<file path="config.mk">
export PLATFORM = sky130hd
export DESIGN_NAME = flash_ecc_sts
export DESIGN_NICKNAME = d
export VERILOG_FILES = /design/src/rtl/flash_ecc_pkg.sv /design/src/rtl/flash_ecc_sts.sv
export SDC_FILE = /design/constraint.sdc
export NUM_CORES = 1
export LEC_CHECK = 0
export ABC_AREA = 0
export BUFFER_PORTS_ARGS = -buffer_cell sky130_fd_sc_hd__buf_4
export CAP_MARGIN = 20
export CORE_AREA = 5 5 42 44
export DETAILED_ROUTE_END_ITERATION = 6
export DIE_AREA = 0 0 47 49
export SYNTH_ARGS = -nofsm -noshare
export SYNTH_HDL_FRONTEND = slang
export SYNTH_SLANG_ARGS = --single-unit
</file>
<file path="constraint.sdc">
create_clock -name clk_i -period 1.35 [get_ports clk_i]
set_input_delay 0.0675 -clock clk_i [delete_from_list [all_inputs] [get_ports clk_i]]
set_output_delay 0.0675 -clock clk_i [all_outputs]
set_load 0.02 [all_outputs]
</file>
<file path="src/rtl/flash_ecc_pkg.sv">
package flash_ecc_pkg;
  localparam int DATA_W = 64;
  localparam int CHK_W  = 8;
  localparam int TAB_W  = DATA_W * CHK_W;

  typedef enum logic [2:0] {
    CLS_NONE = 3'd0,
    CLS_CHK  = 3'd1,
    CLS_DAT  = 3'd2,
    CLS_DBL  = 3'd3,
    CLS_MUL  = 3'd4
  } ecc_cls_e;

  function automatic int pop_cnt(int v);
    int n = 0;
    for (int b = 0; b < CHK_W; b++) n += (v >> b) & 1;
    return n;
  endfunction

  // odd-weight columns: all weight-3 values ascending, then weight-5
  function automatic logic [TAB_W-1:0] build_tab();
    logic [TAB_W-1:0] t = '0;
    int n = 0;
    for (int w = 3; w <= CHK_W; w += 2)
      for (int v = 0; v < (1 << CHK_W); v++)
        if (pop_cnt(v) == w && n < DATA_W) begin
          t[n*CHK_W +: CHK_W] = v[CHK_W-1:0];
          n++;
        end
    return t;
  endfunction

  localparam logic [TAB_W-1:0] COL_TAB = build_tab();
endpackage

</file>
<file path="src/rtl/flash_ecc_sts.sv">
module flash_ecc_sts
  import flash_ecc_pkg::*;
(
  input  logic     clk_i,
  input  logic     rst_ni,
  input  logic     ev_i,
  input  ecc_cls_e cls_i,
  input  logic     clr_i,
  output logic     corr_o,
  output logic     unc_o,
  output logic [1:0] cls_o
);
  logic corr_ev, unc_ev;
  logic [1:0] code;

  assign corr_ev = ev_i && (cls_i == CLS_CHK || cls_i == CLS_DAT);
  assign unc_ev  = ev_i && (cls_i == CLS_DBL || cls_i == CLS_MUL);

  always_comb begin
    unique case (cls_i)
      CLS_CHK, CLS_DAT: code = 2'b01;
      CLS_DBL:          code = 2'b10;
      CLS_MUL:          code = 2'b11;
      default:          code = 2'b00;
    endcase
  end

  always_ff @(posedge clk_i or negedge rst_ni) begin
    if (!rst_ni) begin
      corr_o <= 1'b0;
      unc_o  <= 1'b0;
      cls_o  <= 2'b00;
    end else if (clr_i) begin
      corr_o <= 1'b0;
      unc_o  <= 1'b0;
      cls_o  <= 2'b00;
    end else begin
      if (corr_ev) corr_o <= 1'b1;
      if (unc_ev)  unc_o  <= 1'b1;
      if ((corr_ev || unc_ev) && !corr_o && !unc_o) cls_o <= code;
    end
  end

  AST_CORR_STICKY: assert property (@(posedge clk_i) disable iff (!rst_ni)
    corr_o && !clr_i |=> corr_o);
  AST_UNC_STICKY: assert property (@(posedge clk_i) disable iff (!rst_ni)
    unc_o && !clr_i |=> unc_o);
  AST_CLR_WINS: assert property (@(posedge clk_i) disable iff (!rst_ni)
    clr_i |=> !corr_o && !unc_o && cls_o == 2'b00);
  AST_FIRST_HELD: assert property (@(posedge clk_i) disable iff (!rst_ni)
    (corr_o || unc_o) && !clr_i |=> $stable(cls_o));
  AST_CORR_NO_UNC: assert property (@(posedge clk_i) disable iff (!rst_ni)
    corr_ev && !unc_o && !clr_i |=> !unc_o);
endmodule

</file>
# Yosys cells after proc, flatten, opt, wreduce, memory -nomap -nowiden
# Index checks and enable logic that the tools add are counted.
dict set report classes {
  eq_ne 4
  n_mux 7
  reduce_logical 13
}
# cell n
set op_table {}
lappend op_table {{== test 3 x 2 -> 1 bit, second input constant} 2}
lappend op_table {{case mux 2 bit (3 select lines)} 1}
lappend op_table {{nonzero test 2 bit} 3}
lappend op_table {{logical AND 1 bit} 4}
lappend op_table {{two-way mux 1 bit} 4}
lappend op_table {{two-way mux 2 bit} 2}
lappend op_table {{== test 3 x 1 -> 1 bit, second input constant} 1}
lappend op_table {{== test 3 bit, second input constant} 1}
lappend op_table {{logical OR 1 bit} 3}
lappend op_table {{zero test 1 bit} 2}
lappend op_table {{OR reduction 2 bit} 1}
dict set report totals {
  register_bits 4
  inputBits 7
  out_inout_bits 4
  wordCells 27
}

# Longest topological paths before layout
# Gate-level depths: netlist of run 1.
dict set report depth {
  depth_word 8
  ltp_mapped 3
}

# Worst setup path after synthesis of run 1
# Ideal clock, no wire load.
dict set report synth_timing {
  path_type {register -> register}
  start {register corr_o}
  end {register cls_o[0]}
  arrival_time_ns 1.393
  slack_ns -0.137
  stages_incl_launch_ff 4
  path_buffers 0
  period_less_slack_ns 1.487
  path_cell_list {dfrtp_1 -> or3b_4 -> a211o_1 -> a221oi_2}
}
dict set report synth_via {
  elab_chain_cells 4
}
# item line
set synth_rtl {}
lappend synth_rtl {{start: declaration} flash_ecc_sts.sv:9} ;# output logic corr_o,
lappend synth_rtl {{start signal: assignment} flash_ecc_sts.sv:30} ;# corr_o <= 1'b0;
lappend synth_rtl {{start signal: assignment} flash_ecc_sts.sv:34} ;# corr_o <= 1'b0;
lappend synth_rtl {{start signal: assignment} flash_ecc_sts.sv:38} ;# if (corr_ev) corr_o <= 1'b1;
lappend synth_rtl {{zero test 1 bit} flash_ecc_sts.sv:40} ;# if ((corr_ev || unc_ev) && !corr_o && !unc_o) cls_o <= code;
lappend synth_rtl {{logical AND 1 bit (2 in series)} flash_ecc_sts.sv:40}
lappend synth_rtl {{nonzero test 2 bit (no source line)} n/a}
lappend synth_rtl {{end signal: assignment} flash_ecc_sts.sv:40}
lappend synth_rtl {{end: declaration} flash_ecc_sts.sv:11} ;# output logic [1:0] cls_o
# Every way passes these cells.
# A chain may end at the register's enable or synchronous reset.

# Worst setup path in the final report of run 1
dict set report layout_timing {
  start {register unc_o}
  end {register cls_o[0]}
}
dict set report layout_via {
  elab_chain_cells 3
}
# item line
set layout_rtl {}
lappend layout_rtl {{start: declaration} flash_ecc_sts.sv:10} ;# output logic unc_o,
lappend layout_rtl {{start signal: assignment} flash_ecc_sts.sv:31} ;# unc_o <= 1'b0;
lappend layout_rtl {{start signal: assignment} flash_ecc_sts.sv:35} ;# unc_o <= 1'b0;
lappend layout_rtl {{start signal: assignment} flash_ecc_sts.sv:39} ;# if (unc_ev) unc_o <= 1'b1;
lappend layout_rtl {{zero test 1 bit} flash_ecc_sts.sv:40}
lappend layout_rtl {{logical AND 1 bit} flash_ecc_sts.sv:40}
lappend layout_rtl {{nonzero test 2 bit (no source line)} n/a}
# Every way passes these cells.

==> flow_summary.yaml, run 1 <==
status:
  outcome: "finished with violations"
  violations: "negative setup slack"
pwr:
  clkPwrFrac_pct: 42.3
  p_int_w: 0.000285
  p_leak_nw: 0.183
  combPwrFrac_pct: 23.0
  ir_drop_mv: 0.394
  seq_power_share_pct: 34.7
  p_sw_share_pct: 25.5
  powerDensity_nw_per_um2: 1000
  power.switching_w: 0.0000978
cts:
  postCtsResizedCells: 0
  clock_path_buffers: 2
  numCtsBuffers: 3
  cts.root.buffer_cell: "clkbuf_4"
  insertion_delay_ns: 0.24
  cts_tree: "built"
  post_cts_buffers: 0
  clk_pin_slew_ns: 0.04
  h-tree-depth: 1
  cts.sinks: 4
timing:
  rsz0062_at_grt: "yes"
  slew_headroom_pct: 83.4
  tightestPinTransition_ns: 0.249
  hold_violations: 0
  setup_viol: 1
  fin_crit_ns: 1.38
  clock_skew_ns: 0.00623
  maxSlewViolCount: 0
  fin_ws_ns: -0.0269
  max_clock_freq_ghz: 0.726
  finalCritPeriodShare_pct: 102
synthesis:
  synth_cell_types: 17
  synth_top_family_by_area: "compound AO/OA/AOI/OAI gates"
  syn-instance-count: 24
  synth.avg_cell_area_sq_um: 9.70
  synth_mux_area_share_pct: 0
  ys_ff_latch: 4
  syn_area_sq_um: 233
  synth-xor-area-share_pct: 3.76
  ys_seq_area_share_pct: 43.0
  synthSimpleGateAreaFrac_pct: 19.9
  syn-num-nets: 31
  synth_warnings: 0
  synth_compound_area_share_pct: 28.5
  synth_adder_area_share_pct: 0
hold_path:
  hold_class: "in2reg"
floorplanning:
  io_pins: 11
  rows: 14
  start_util_pct: 16.6
  core-area_sq_um: 1400
  dieArea_sq_um: 2300
  dieWidth_microns: 47
  die_h_microns: 49
placed_design:
  gp_congestion: 0.704
  place_ws_ns: -0.0192
  portBuffers: 10
route:
  post-route-drc-count: 0
  via_per_inst: 4.07
  wire_per_inst_microns: 10.5
  vias: 232
  first_pass_iters: 2
  wirelength_microns: 598
  ant_nets: 0
  first_iter_violations: 2
finish:
  drive_gt1_share_pct: 46.3
  area_delta_synth_final_pct: 64.0
  num-fill-cells: 168
  fin_nets: 49
  seq_area_sq_um: 103
  multi_input_area_sq_um: 121
  n_antenna_cell: 0
  final_core_util_pct: 27.2
global_routing:
  grt_max_degree: 8
  grt_use_total_pct: 6.00
  gr-total-overflow: 0
  antenna_found_initial: 0
  grt_pass1_vias: 245
  grt_use_met1_pct: 6.87
  met2_usage_pct: 8.37
  use_met3_pct: 2.95
  busiest_layer: "met2"
  grt_pass1_wl_microns: 1000
worst_setup_path:
  crit_path_end: "cls_o[0]"
  start_kind: "flip-flop"
  rr_worst_depth: 3
  worst_setup_path_end_kind: "flip-flop"
  path_max_fanout: 4
  cp.required_ns: 1.49
  rrSetupSlack_ns: -0.03
  reg2reg_to: "cls_o[0]"
  reg2reg_from: "unc_o"
  crit_type: "reg2reg"
  crit_arrival_ns: 1.51
  critPathLaunch: "unc_o"
run:
  maxCapViolCount: 0
cells in the mapped netlist:
cell / number / share of area, %
a211o_1: 1 / 3.8
a21oi_1: 2 / 4.3
a221oi_2: 1 / 6.4
a31oi_1: 1 / 2.7
and3b_1: 1 / 3.8
dfrtp_1: 4 / 43
inv_1: 3 / 4.8
nand2b_1: 1 / 2.7
nor2_1: 2 / 3.2
nor3_1: 1 / 2.1
nor3b_1: 1 / 3.2
o21ai_0: 1 / 2.1
o21bai_1: 1 / 3.2
o22ai_1: 1 / 2.7
o31ai_1: 1 / 3.2
or3b_4: 1 / 4.8
xor2_1: 1 / 3.8
how the worst min path moves through the flow:
stage               endpoint  slack, ns    from  depth (start not counted)
finish                 unc_o       0.01   clr_i                          2
global route           unc_o      0.005   clr_i                          2
CTS                    unc_o       0.01   clr_i                          2
detailed placement  cls_o[0]      -0.13  rst_ni                          1
global placement    cls_o[1]      -0.13  rst_ni                          1
floorplan           cls_o[0]      -0.23  rst_ni                          0
state kept, by name, summed over array words and instances (netlist names):
| register | flops |
|---|---|
| cls_o | 2 |
| corr_o | 1 |
| unc_o | 1 |
cells in the final DEF, fill, tap and decap left out:
cell,instances
buf_4,12
inv_1,3
clkbuf_4,3
nor2_1,2
a21oi_1,2
dfrtp_1,2
dfrtp_2,2
or3b_4,1
o31ai_1,1
and3b_1,1
nor3b_1,1
o21bai_1,1
nor3_1,1
a211o_1,1
nand2b_1,1
o22ai_1,1
a221oi_2,1
xor2_1,1
a31oi_1,1
o21ai_0,1
clkbuf_1,1
dlygate4sd3_1,1
power by group through the flow:
| stage | clock network [W] | registers [W] | logic, W |
|---|---|---|---|
| 6_report | 0.000162 | 0.000133 | 0.0000880 |
| 5_1_grt | 0.000183 | 0.000134 | 0.0000961 |
| 4_1_cts | 0.000171 | 0.000133 | 0.0000894 |
| 3_5_place_dp | 0 | 0.000135 | 0.0000866 |
| 3_3_place_gp | 0 | 0.000135 | 0.0000865 |
| 2_1_floorplan | 0 | 0.000144 | 0.0000304 |
layout make-up:
type,instances,share of cell area (%)
multi-input cells,17,31.8
flip-flops and latches,4,26.9
repair buffers,13,26.2
clock buffers,4,6.89
well taps,16,5.25
inverters,3,2.95
worst max-delay path, stage by stage (launching register included):
cell and delay (ns):
dfrtp_2 0.39, or3b_4 0.41, a211o_1 0.25, a221oi_2 0.23
stage by stage:
step | TNS, ns | hold slack [ns] | instances | cell area, sq um | power [W]
floorplan | -0.0488 | -0.228 | 24 | 235 | 0.000175
global placement | 0 | -0.134 | 52 | 345 | 0.000221
detailed placement | -0.0192 | -0.135 | 52 | 345 | 0.000221
CTS | -0.0367 | 0.0105 | 57 | 382 | 0.000394
global route | -0.127 | 0.00464 | 57 | 382 | 0.000412
finish | -0.0269 | 0.0135 | 57 | 382 | 0.000383
cells by family after synthesis:
kind of cell | count (synthesis)
AND/OR/NAND/NOR | 7
XOR/XNOR | 1
flip-flops | 4
buffers and inverters | 3
AO/OA/AOI/OAI | 9
repair_timing:
action / in CTS / in global routing
hold endpoints to repair: 4 / 0
hold buffers: 1 / 0
endpoints found under the setup margin: 1 / 2
routing by layer:
metal	share of wire (%)	wire, microns
met5	0	0
met4	0	0
met3	9.0	54
met2	49	291
met1	42	253
Power figures use the tool's default switching activity.
==> run 2, diff against run 1 <==
--- a/config.mk
+++ b/config.mk
@@ -5,7 +5,8 @@
 export SDC_FILE = /design/constraint.sdc
 export NUM_CORES = 1
 export LEC_CHECK = 0
-export ABC_AREA = 0
+export ABC_AREA = 1
+export ABC_CLOCK_PERIOD_IN_PS = 1350
 export BUFFER_PORTS_ARGS = -buffer_cell sky130_fd_sc_hd__buf_4
 export CAP_MARGIN = 20
 export CORE_AREA = 5 5 42 44
==> flow_summary.yaml, run 2 <==
status:
  outcome: "completed"
worst_setup_path:
  cp_cell_sequence: "buf_4"
  crit_buf_inv: 1
  crit_arrival_ns: 0.81
  rrSetupSlack_ns: 0.50
  worst_setup_path_end_kind: "output port"
  slowest_delay_ns: 0.41
  slowest_stage: "dfrtp_1"
  crit_type: "reg2out"
  start_kind: "flip-flop"
  cp.required_ns: 1.28
  path_max_fanout: 3
  crit_family: "flip-flops"
finish:
  fin_nets: 55
  drive_gt1_share_pct: 39.1
  largest_reg_flops: 2
  final_common_cell: "buf_4"
  n_antenna_cell: 0
  regMostFlops: "cls_o"
  area_delta_synth_final_pct: 53.7
  seq_area_sq_um: 100
  mostFrequentLayoutCells: "10 x buf_4, 6 x nand2_1, 6 x inv_1, 4 x nand3_1, 4 x dfrtp_1"
  multi_input_area_sq_um: 111
  largestRegisters: "cls_o: 2 flops, corr_o: 1 flops, unc_o: 1 flops"
  num-fill-cells: 160
synthesis:
  ys.flop_type: "dfrtp_1"
  synth_top_area_cell: "dfrtp_1"
  synthSimpleGateAreaFrac_pct: 38.4
  yosys.area.top_type_share_pct: 42.1
  ys_seq_area_share_pct: 42.1
  synth-xor-area-share_pct: 0
  synth_cell_types: 10
  synth_top_family_by_area: "simple AND/OR/NAND/NOR gates"
  synth_warnings: 0
  synth_adder_area_share_pct: 0
  synthArstFlopShare_pct: 100
  synth.avg_cell_area_sq_um: 7.43
  ys_ff_latch: 4
  synth-edff-count: 0
  syn-num-nets: 39
  syn_area_sq_um: 238
  syn-instance-count: 32
  synth_mux_area_share_pct: 0
  synth_commonest_cells: "6 x inv_1, 6 x nand2_1, 4 x dfrtp_1, 4 x nand3_1"
  synthTopCellsByArea: "dfrtp_1 42%, inv_1 9.5%, nand2_1 9.5%"
  synth_compound_area_share_pct: 8.42
global_routing:
  grt_max_degree: 5
  grt_use_total_pct: 6.22
  antenna_found_initial: 0
  grt_pass1_wl_microns: 1000
  grt_pass1_vias: 263
  gr-total-overflow: 0
pwr:
  p_leak_nw: 0.205
  ir_drop_mv: 0.366
  p_total_w: 0.000356
  powerDensity_nw_per_um2: 975
route:
  dr.max_layer_used: "met3"
  wire_per_inst_microns: 8.74
  first_pass_iters: 1
  dr_wl_met2_microns: 296
  ant_nets: 0
  vias: 245
  via_per_inst: 3.95
  dr_wl_met3_microns: 45
  first_iter_violations: 0
  wirelength_microns: 542
  drt-met1-wl_microns: 201
  post-route-drc-count: 0
floorplanning:
  io_pins: 11
  rows: 14
  start_util_pct: 17.0
  dieArea_sq_um: 2300
  core-area_sq_um: 1400
  die_h_microns: 49
  dieWidth_microns: 47
timing:
  tightestPinTransition_ns: 0.141
  rsz0062_at_grt: "no"
  slew_headroom_pct: 90.5
  setup_viol: 0
  tns_ns: 0
  fin_crit_ns: 0.878
  hold_violations: 0
  clock_skew_ns: 0.000388
  maxSlewViolCount: 0
  finalCritPeriodShare_pct: 65.1
  max_clock_freq_ghz: 1.14
placed_design:
  gp_congestion: 0.657
  portBuffers: 10
  dp_hpwl_microns: 459
cts:
  cts_tree: "built"
  insertion_delay_ns: 0.23
  post_cts_buffers: 0
  clock_path_buffers: 2
  cts.sinks: 4
  postCtsResizedCells: 0
  clk_pin_slew_ns: 0.03
  cts.root.buffer_cell: "clkbuf_4"
  numCtsBuffers: 3
  h-tree-depth: 1
hold_path:
  hold_class: "in2reg"
run:
  maxCapViolCount: 0
==> run 2: routing by layer <==
layer / vias to the layer above / track usage (%)
li1: 131 / -
met1: 107 / 7.13
met2: 7 / 8.60
met3: 0 / 1.11
met4: 0 / 6.91
met5: - / 0
==> run 2: what timing repair did <==
action / CTS / global route
hold buffers: 1 / 0
endpoints found under the hold margin: 4 / 0
endpoints found under the setup margin: 0 / 0
==> run 2: logic make-up (layout without fill, tap and decap cells) <==
group                  count (synthesis)  after routing
AO/OA/AOI/OAI                          4              4
buffers and inverters                  7             21
flip-flops                             4              4
AND/OR/NAND/NOR                       17             17
==> run 2: cell type report <==
cell class / count / area share (%)
timing repair buffer: 11 / 23.3
inverter: 7 / 7.19
multi-input combinational: 21 / 30.5
sequential: 4 / 27.4
clock buffer: 3 / 6.16
tap: 16 / 5.48
==> run 2: power breakdown <==
part	total (W)	switching (W)	internal [W]	leakage (nW)
Combinational	0.0000801	0.0000436	0.0000364	0.137
Sequential	0.000135	0.00000686	0.000128	0.0541
Clock	0.000141	0.0000423	0.0000990	0.0138
==> run 2: per-stage QoR <==
step / hold slack (ns) / util, % / instance area (sq um) / setup slack (ns) / instances
after floorplan: -0.228 / - / 238 / 0.457 / 32
after global placement: -0.136 / 23.8 / 333 / 0.486 / 58
after detailed placement: -0.135 / 23.8 / 333 / 0.473 / 58
after CTS: 0.000516 / 26.1 / 365 / 0.458 / 62
after global routing: 0.0163 / 26.1 / 365 / 0.427 / 62
final: 0.00832 / 26.1 / 365 / 0.472 / 62
==> run 2: final timing paths <==
| kind | startpoint | to | depth (start not counted) |
|---|---|---|---|
| min in group asynchronous | rst_ni | cls_o[0] | 2 |
| worst max-delay path | corr_o | corr_o | 1 |
| max in group asynchronous | rst_ni | unc_o | 2 |
| worst min register to register | cls_o[1] | cls_o[1] | 2 |
| worst max register to register | corr_o | cls_o[0] | 4 |
| worst min-delay path | clr_i | corr_o | 2 |
==> run 3, diff against run 2 <==
--- a/config.mk
+++ b/config.mk
@@ -5,8 +5,8 @@
 export SDC_FILE = /design/constraint.sdc
 export NUM_CORES = 1
 export LEC_CHECK = 0
-export ABC_AREA = 1
-export ABC_CLOCK_PERIOD_IN_PS = 1350
+export ABC_AREA = 0
+export ABC_CLOCK_PERIOD_IN_PS = 900
 export BUFFER_PORTS_ARGS = -buffer_cell sky130_fd_sc_hd__buf_4
 export CAP_MARGIN = 20
 export CORE_AREA = 5 5 42 44
==> constraint.sdc (replaced) <==
create_clock -name clk_i -period 0.9 [get_ports clk_i]
set_input_delay 0.045 -clock clk_i [delete_from_list [all_inputs] [get_ports clk_i]]
set_output_delay 0.045 -clock clk_i [all_outputs]
set_load 0.02 [all_outputs]
==> flow_summary.yaml, run 3 (synthesized netlist as in run 1, its figures left out) <==
run:
  maxCapViolCount: 0
cts:
  cts_tree: "built"
  numCtsBuffers: 3
  insertion_delay_ns: 0.23
  clock_path_buffers: 2
  clk_pin_slew_ns: 0.04
  cts.sinks: 4
  h-tree-depth: 1
  cts.root.buffer_cell: "clkbuf_4"
worst_setup_path:
  critPathLaunch: "unc_o"
  path_max_fanout: 3
  crit_arrival_ns: 1.50
  crit_type: "reg2reg"
  worst_setup_path_end_kind: "flip-flop"
  start_kind: "flip-flop"
  reg2reg_from: "unc_o"
  rrSetupSlack_ns: -0.46
  reg2reg_to: "cls_o[0]"
  rr_worst_depth: 3
  crit_path_end: "cls_o[0]"
  cp.required_ns: 1.03
floorplanning:
  start_util_pct: 16.6
  die_h_microns: 49
  dieWidth_microns: 47
  rows: 14
  io_pins: 11
  core-area_sq_um: 1400
  dieArea_sq_um: 2300
timing:
  hold_violations: 0
  setup_viol: 4
  tightestPinTransition_ns: 0.247
  slew_headroom_pct: 83.5
  fin_ws_ns: -0.465
  clock_skew_ns: 0.00590
  fin_crit_ns: 1.36
  rsz0062_at_grt: "yes"
  maxSlewViolCount: 0
  finalCritPeriodShare_pct: 152
  max_clock_freq_ghz: 0.733
  tns_ns: -0.957
finish:
  area_delta_synth_final_pct: 78.5
  n_antenna_cell: 0
  regMostFlops: "cls_o"
  drive_gt1_share_pct: 48.8
  fin_nets: 51
  final_common_cell: "buf_4"
  largestRegisters: "cls_o: 2 flops, corr_o: 1 flops, unc_o: 1 flops"
  mostFrequentLayoutCells: "10 x buf_4, 3 x inv_1, 3 x clkbuf_4, 3 x buf_6"
  largest_reg_flops: 2
  num-fill-cells: 159
route:
  ant_nets: 0
  wirelength_microns: 612
  wire_per_inst_microns: 10.4
  first_iter_violations: 3
  via_per_inst: 4.19
  first_pass_iters: 4
  post-route-drc-count: 0
  vias: 247
pwr:
  p_total_w: 0.000586
  powerDensity_nw_per_um2: 1410
  p_leak_nw: 0.194
  ir_drop_mv: 0.594
global_routing:
  antenna_found_initial: 0
  grt_max_degree: 8
  grt_use_total_pct: 6.02
  grt_pass1_wl_microns: 993
  grt_pass1_vias: 258
  gr-total-overflow: 0
status:
  outcome: "finished with violations"
  violations: "negative setup slack"
placed_design:
  portBuffers: 10
  place_ws_ns: -0.462
  gp_congestion: 0.665
  dp_hpwl_microns: 450
hold_path:
  min_path_cells: 2
  hold_class: "in2reg"
-- run 3: metrics by stage --
step                      area, sq um  cells  utilization, %  hold slack [ns]
after floorplan                   235     24               -           -0.251
after global placement            345     52            24.6           -0.156
after detailed placement          345     52            24.6           -0.158
after CTS                         403     58            28.7           0.0307
after global routing              415     59            29.6           0.0473
final                             415     59            29.6           0.0403
-- run 3: critical path: stages, from the launching register on --
cell and delay [ns]:
dfrtp_2 0.39, or3b_4 0.40, a211o_1 0.24, a221oi_2 0.23
-- run 3: per-layer routing --
layer	GRT usage, %	vias to the layer above	part of all wire, %
met5	0	-	0
met4	5.53	0	0
met3	1.48	0	7.8
met2	7.92	8	51
met1	7.59	113	41
li1	-	126	-
-- run 3: layout make-up --
type | count | area [sq um] | area share [%]
Multi-Input combinational cell | 17 | 126 | 30.4
Tap cell | 16 | 20.0 | 4.82
Clock buffer | 4 | 26.3 | 6.33
Sequential cell | 4 | 103 | 24.7
Inverter | 3 | 11.3 | 2.71
Timing Repair Buffer | 15 | 129 | 31.0
-- run 3: repair_timing --
item                       CTS  global route
setup buffers                0             1
gates cloned                 0             0
hold buffers                 2             0
resized for setup            3             1
pin swaps                    0             2
hold endpoints to repair     8             0
setup endpoints to repair    4             5
-- run 3: worst min path at each step --
stage	startpoint	end	slack, ns
floorplan	rst_ni	cls_o[0]	-0.25
global placement	rst_ni	cls_o[1]	-0.16
detailed placement	rst_ni	cls_o[1]	-0.16
CTS	cls_i[0]	cls_o[0]	0.03
global route	cls_i[0]	cls_o[0]	0.05
finish	cls_i[0]	cls_o[0]	0.04
-- run 3: report_power, final --
group          leakage, nW  total (W)  switching, W  internal [W]
Sequential          0.0511   0.000201    0.00000816      0.000193
Combinational        0.128   0.000150     0.0000678     0.0000822
Clock               0.0150   0.000235     0.0000690      0.000166
